`src/rtl/tmr_presc_pkg.sv`:
```
package tmr_presc_pkg;
  localparam int DATA_W = 8;
  localparam int EN_W   = 4;
  localparam int SEL_W  = 2;
  localparam int PCNT_W = 4;

  typedef logic [SEL_W-1:0] psel_t;

  typedef struct packed {
    logic [EN_W-1:0] en;
    logic [1:0]      rsvd;
    psel_t           sel;
  } ctl_reg_t;

  // divide ratio: 1 for select 0, otherwise 2^(select+1)
  function automatic logic [PCNT_W:0] div_ratio(psel_t s);
    logic [PCNT_W:0] r;
    if (s == '0) r = (PCNT_W+1)'(1);
    else         r = (PCNT_W+1)'(1) << (int'(s) + 1);
    return r;
  endfunction

  // terminal count of the prescale counter for a select value
  function automatic logic [PCNT_W-1:0] last_count(psel_t s);
    logic [PCNT_W:0] r;
    r = div_ratio(s) - (PCNT_W+1)'(1);
    return r[PCNT_W-1:0];
  endfunction

  function automatic ctl_reg_t reg_view(logic [EN_W-1:0] en, psel_t sel);
    ctl_reg_t v;
    v.en   = en;
    v.rsvd = '0;
    v.sel  = sel;
    return v;
  endfunction
endpackage

```
`src/rtl/tmr_presc_regs.sv`:
```
module tmr_presc_regs
  import tmr_presc_pkg::*;
#(
  parameter int              ADDR_W   = 6,
  parameter logic [ADDR_W-1:0] REG_ADDR = ADDR_W'('h24),
  parameter int              WINDOW   = 64
) (
  input  logic              clk,
  input  logic              rst_n,
  input  logic [ADDR_W-1:0] bus_addr,
  input  logic              bus_we,
  input  logic [DATA_W-1:0] bus_wdata,
  input  logic              special_mode,
  output logic [EN_W-1:0]   en_o,
  output psel_t             sel_o,
  output logic              sel_load_o,
  output logic [DATA_W-1:0] rdata_o
);
  localparam int WC_W = $clog2(WINDOW + 1);

  logic [WC_W-1:0] win_cnt;
  logic            lock_q;
  logic [EN_W-1:0] en_q;
  psel_t           sel_q;
  ctl_reg_t        wr_view;

  // named internal events
  logic  addr_hit;
  logic  wr_hit;
  logic  win_open;
  logic  sel_ok;
  logic  sel_load;
  psel_t sel_new;

  assign wr_view  = ctl_reg_t'(bus_wdata);
  assign sel_new  = wr_view.sel;
  assign addr_hit = (bus_addr == REG_ADDR);
  assign wr_hit   = bus_we && addr_hit;
  assign win_open = (win_cnt < WC_W'(WINDOW));
  assign sel_ok   = special_mode || (!lock_q && win_open);
  assign sel_load = wr_hit && sel_ok && (sel_new != sel_q);

  always_ff @(posedge clk or negedge rst_n) begin
    if (!rst_n) begin
      win_cnt <= '0;
      lock_q  <= 1'b0;
      en_q    <= '0;
      sel_q   <= '0;
    end else begin
      if (win_open) win_cnt <= win_cnt + WC_W'(1);
      if (wr_hit) begin
        lock_q <= 1'b1;
        en_q   <= wr_view.en;
      end
      if (sel_load) sel_q <= sel_new;
    end
  end

  assign en_o       = en_q;
  assign sel_o      = sel_q;
  assign sel_load_o = sel_load;
  assign rdata_o    = addr_hit ? DATA_W'(reg_view(en_q, sel_q)) : '0;

  assert_lock_hold_R5: assert property (@(posedge clk) disable iff (!rst_n)
    (lock_q && !special_mode) |=> $stable(sel_q));

  assert_window_shut_R6: assert property (@(posedge clk) disable iff (!rst_n)
    (!win_open && !special_mode) |=> $stable(sel_q));

  assert_window_bound_R6: assert property (@(posedge clk) disable iff (!rst_n)
    win_cnt <= WC_W'(WINDOW));

  assert_special_write_R7: assert property (@(posedge clk) disable iff (!rst_n)
    (wr_hit && special_mode) |=> (sel_q == $past(bus_wdata[1:0])));

  assert_enable_write_R8: assert property (@(posedge clk) disable iff (!rst_n)
    wr_hit |=> (en_q == $past(bus_wdata[7:4])));

  assert_reserved_zero_R2: assert property (@(posedge clk) disable iff (!rst_n)
    rdata_o[3:2] == 2'b00);
endmodule

```
`src/rtl/tmr_presc_div.sv`:
```
module tmr_presc_div
  import tmr_presc_pkg::*;
(
  input  logic  clk,
  input  logic  rst_n,
  input  psel_t sel_i,
  input  logic  load_i,
  output logic  tick_o
);
  logic [PCNT_W-1:0] pcnt;
  logic [PCNT_W-1:0] last;
  logic              at_last;

  assign last    = last_count(sel_i);
  assign at_last = (pcnt == last);

  always_ff @(posedge clk or negedge rst_n) begin
    if (!rst_n)       pcnt <= '0;
    else if (load_i)  pcnt <= '0;
    else if (at_last) pcnt <= '0;
    else              pcnt <= pcnt + PCNT_W'(1);
  end

  assign tick_o = at_last;

  assert_restart_R10: assert property (@(posedge clk) disable iff (!rst_n)
    load_i |=> (pcnt == '0));

  assert_tick_gap_R4: assert property (@(posedge clk) disable iff (!rst_n)
    (tick_o && (last != '0) && !load_i) |=> !tick_o);

  assert_count_range_R4: assert property (@(posedge clk) disable iff (!rst_n)
    pcnt <= last);
endmodule

```
`src/rtl/tmr_presc_irq.sv`:
```
module tmr_presc_irq
  import tmr_presc_pkg::*;
(
  input  logic            clk,
  input  logic            rst_n,
  input  logic [EN_W-1:0] en_i,
  input  logic [EN_W-1:0] flg_i,
  output logic            irq_o
);
  logic [EN_W-1:0] armed;
  logic            req_now;
  logic            irq_q;

  for (genvar k = 0; k < EN_W; k++) begin : g_arm
    assign armed[k] = en_i[k] & flg_i[k];
  end

  assign req_now = |armed;

  always_ff @(posedge clk or negedge rst_n) begin
    if (!rst_n) irq_q <= 1'b0;
    else        irq_q <= req_now;
  end

  assign irq_o = irq_q;

  assert_irq_rise_R9: assert property (@(posedge clk) disable iff (!rst_n)
    (|(en_i & flg_i)) |=> irq_o);

  assert_irq_fall_R9: assert property (@(posedge clk) disable iff (!rst_n)
    !(|(en_i & flg_i)) |=> !irq_o);
endmodule

```
`src/rtl/tmr_presc_ctl.sv`:
```
module tmr_presc_ctl
  import tmr_presc_pkg::*;
#(
  parameter int                ADDR_W   = 6,
  parameter logic [ADDR_W-1:0] REG_ADDR = ADDR_W'('h24),
  parameter int                WINDOW   = 64
) (
  input  logic              clk,
  input  logic              rst_n,
  input  logic [ADDR_W-1:0] bus_addr,
  input  logic              bus_we,
  input  logic [7:0]        bus_wdata,
  output logic [7:0]        bus_rdata,
  input  logic              special_mode,
  input  logic [3:0]        flg_i,
  output logic              tick_o,
  output logic              irq_o
);
  logic [EN_W-1:0] en;
  psel_t           sel;
  logic            sel_load;

  tmr_presc_regs #(
    .ADDR_W  (ADDR_W),
    .REG_ADDR(REG_ADDR),
    .WINDOW  (WINDOW)
  ) u_regs (
    .clk         (clk),
    .rst_n       (rst_n),
    .bus_addr    (bus_addr),
    .bus_we      (bus_we),
    .bus_wdata   (bus_wdata),
    .special_mode(special_mode),
    .en_o        (en),
    .sel_o       (sel),
    .sel_load_o  (sel_load),
    .rdata_o     (bus_rdata)
  );

  tmr_presc_div u_div (
    .clk   (clk),
    .rst_n (rst_n),
    .sel_i (sel),
    .load_i(sel_load),
    .tick_o(tick_o)
  );

  tmr_presc_irq u_irq (
    .clk  (clk),
    .rst_n(rst_n),
    .en_i (en),
    .flg_i(flg_i),
    .irq_o(irq_o)
  );

  assert_reset_state_R3: assert property (@(posedge clk)
    !rst_n |-> (bus_rdata == 8'h00 && !irq_o));
endmodule

```
`config.mk`:
```
export PLATFORM = sky130hd
export DESIGN_NAME = tmr_presc_ctl
export DESIGN_NICKNAME = d
export VERILOG_FILES = /design/src/rtl/tmr_presc_pkg.sv /design/src/rtl/tmr_presc_regs.sv /design/src/rtl/tmr_presc_div.sv /design/src/rtl/tmr_presc_irq.sv /design/src/rtl/tmr_presc_ctl.sv
export SDC_FILE = /design/constraint.sdc
export NUM_CORES = 1
export LEC_CHECK = 0
export BUFFER_PORTS_ARGS = -buffer_cell sky130_fd_sc_hd__buf_4
export CORE_AREA = 2 2 64 66
export DETAILED_ROUTE_END_ITERATION = 8
export DIE_AREA = 0 0 66 68
export PLACE_DENSITY = 0.46
export SLEW_MARGIN = 40
export SYNTH_ARGS = -nofsm -noshare
export SYNTH_HDL_FRONTEND = slang
export SYNTH_SLANG_ARGS = --single-unit
```
`constraint.sdc`:
```
create_clock -name clk -period 2.5 [get_ports clk]
set_clock_uncertainty 0.2 [all_clocks]
set_input_delay 0.25 -clock clk [delete_from_list [all_inputs] [get_ports clk]]
set_output_delay 0.25 -clock clk [all_outputs]
set_load 0.01 [all_outputs]
```
==> metrics.cfg <==
[drt]
ant_nets=0
drtIter0Drc=24
via_count=662
routedWlPerCell_um=11.5
drc=0
wl_um=1800
first_pass_iters=4
vias_per_cell=4.22

[timing]
rsz0062_at_grt=false
final-max-slew-violation-count=0
min_period_ns=2.21
hold_viol_final=0
setup_viol=0
fin_tns_setup_ns=0
hold_ws_ns=0.00583
finalCritPeriodShare=0.883
max_freq_mhz=453

[outcome]
outcome=completed

[setup_path]
required_ns=2.05
r2r-start=u_regs.sel_o[1]$_DFFE_PN0P_
worst_ep_arrival_time_ns=1.76
path_max_fanout=7
ff2ff_setup_slack_ns=0.74
r2r_end=u_div.pcnt[3]$_DFF_PN0_
endpoint_kind=output pin
path_class=flip-flop to output pin
r2r_cells=4
worstSetupStartpointType=flip-flop

[synth]
netlist_top_cells_area=dfrtp_1, mux2_2, xnor2_1
synth_area_per_cell_um2=12.0
async_flop_share=1.00
synthTopCellsByCount=dfrtp_1, mux2_2, xnor2_1, and3_1, nor3_1
yosysTopAreaCell=dfrtp_1
synth_top_area_frac=0.526
ys_ff_latch=19
syn_inst=75
synth_top_family_by_area=simple AND/OR/NAND/NOR gates
seq_area_frac_synth=0.526
synth_edf_count=0
ys_warn_count=0
ys_types=25
synth-compound-area-share=0.0609
synth_flop_cell=dfrtp_1
yosysMostFrequentCell=dfrtp_1
muxShareOfSynthArea=0.0873
synth-simple-area-share=0.190
synthAdderAreaFrac=0.0277
syn_area_um2=903
synth_xor_xnor_area_share=0.0873

[cts]
cts.path.max_buffers=2
htreeDepth=1
cts_tree=built
cts_sinks=19
cts.reportedPaths.clkPinSlew_ns=0.07
clock_latency_ns=0.25
cts_buffers=3
root_buffer=clkbuf_8

[placement]
dp.cells=152
place.gp.congestion=0.662
hpwl_um=1350
io_buffers=27

[floorplan]
num_rows=23
dieArea_um2=4490
initial_core_util=0.234
die_w_um=66
coreArea_um2=3860
fp.dieH_um=68
pin_count=32

[power]
p_leak_nw=0.579
switchingPower_mw=0.228
internal_power_mw=0.573
power_switching_share=0.284
peakVddDrop_mv=0.399
power_frac_comb=0.228
p_per_area_nw_per_um2=655
pwr-share-seq=0.509
pwr-share-clk=0.263

[global_route]
overflow=0
grt_pass1_vias=634
track_usage=0.0837
grt_antenna_before_repair=0
grt_max_degree=20
grt_pass1_wl_um=2820

[final_layout]
area_delta_synth_final_pct=35.2
stdcell_count=157
num_antenna_cells=0
drive_gt1_frac=0.411
nets=132
finalCoreUtilization=0.317

[worst_hold_path]
min_path_cells=3
hold_end=u_irq.irq_o$_DFF_PN0_
worstHoldStart=flg_i[3]
hold_class=input pin to flip-flop

[job]
max-cap-violations=0

==> flip-flops by register name, indices dropped and copies added (netlist names) <==
| register | cells |
|---|---|
| u_regs.win_cnt | 7 |
| u_regs.sel_o | 2 |
| u_irq.irq_o | 1 |
| u_regs.en_o | 4 |
| u_div.pcnt | 4 |
| u_regs.lock_q | 1 |
==> per-stage QoR <==
step                      total power, mW  instance area (um2)  setup slack [ns]
after floorplan                     0.520                  907             0.750
after global placement              0.587                 1160             0.595
after detailed placement            0.600                 1160             0.557
after CTS                           0.820                 1220             0.268
after global routing                0.861                 1220             0.189
final                               0.800                 1220             0.294
==> repair_timing <==
action,in CTS,in global routing
gates resized for setup,0,0
hold buffers,1,0
hold endpoints to repair,19,0
setup buffers,0,0
==> how the worst max path moves through the flow <==
stage | from | end | slack (ns) | depth (start not counted)
after floorplan | u_regs.sel_o[1]$_DFFE_PN0P_ | tick_o | 0.75 | 3
after global placement | u_regs.sel_o[1]$_DFFE_PN0P_ | tick_o | 0.59 | 4
after detailed placement | u_regs.sel_o[1]$_DFFE_PN0P_ | tick_o | 0.56 | 4
after CTS | u_regs.sel_o[1]$_DFFE_PN0P_ | tick_o | 0.27 | 4
after global routing | u_regs.sel_o[1]$_DFFE_PN0P_ | tick_o | 0.19 | 4
final | u_regs.sel_o[1]$_DFFE_PN0P_ | tick_o | 0.29 | 4
==> cell families (layout without fill, tap and decap cells) <==
logic type / count (synthesis) / count (layout)
AND/OR/NAND/NOR: 28 / 28
flip-flops: 19 / 19
XOR/XNOR: 9 / 9
AO/OA/AOI/OAI: 7 / 7
multiplexers: 7 / 7
adder cells (fa/ha/maj): 2 / 2
buffers and inverters: 2 / 33
other: 1 / 2
==> metal layers <==
metal / part of all wire / track usage / vias up
met2: 0.51 / 0.136 / 13
met4: 0.0061 / 0.0153 / 0
met3: 0.051 / 0.0345 / 2
met1: 0.43 / 0.106 / 313
met5: 0 / 0 / -
li1: - / - / 334
==> power groups by stage <==
stage / registers [mW] / clock network [mW] / logic, mW
2_1_floorplan: 0.402 / 0 / 0.118
3_3_place_gp: 0.408 / 0 / 0.179
3_5_place_dp: 0.414 / 0 / 0.186
4_1_cts: 0.407 / 0.223 / 0.189
5_1_grt: 0.416 / 0.236 / 0.210
6_report: 0.407 / 0.211 / 0.183
==> layout make-up <==
cell class	count	area (um2)
clock buffer	3	41.3
clock inverter	1	5.00
multi-input combinational	55	417
timing repair buffer	29	220
tap	50	62.6
sequential	19	475
fill	403	2640
==> layout by cell type (no fill, tap or decap), types with 3 or more instances in the layout <==
master,netlist,final
clkbuf_8,0,3
buf_4,2,28
mux2_2,7,7
xnor2_1,7,7
nor2_1,3,3
and3_1,6,6
dfrtp_1,19,19
nor3_1,4,4
==> critical path, cell delays in order, from the launching register on <==
cell and delay, ns:
dfrtp_1 0.45, or4_1 0.54, a211o_1 0.28, nand2_2 0.11
buf_4 0.13
(Power assumes the default switching activity.)
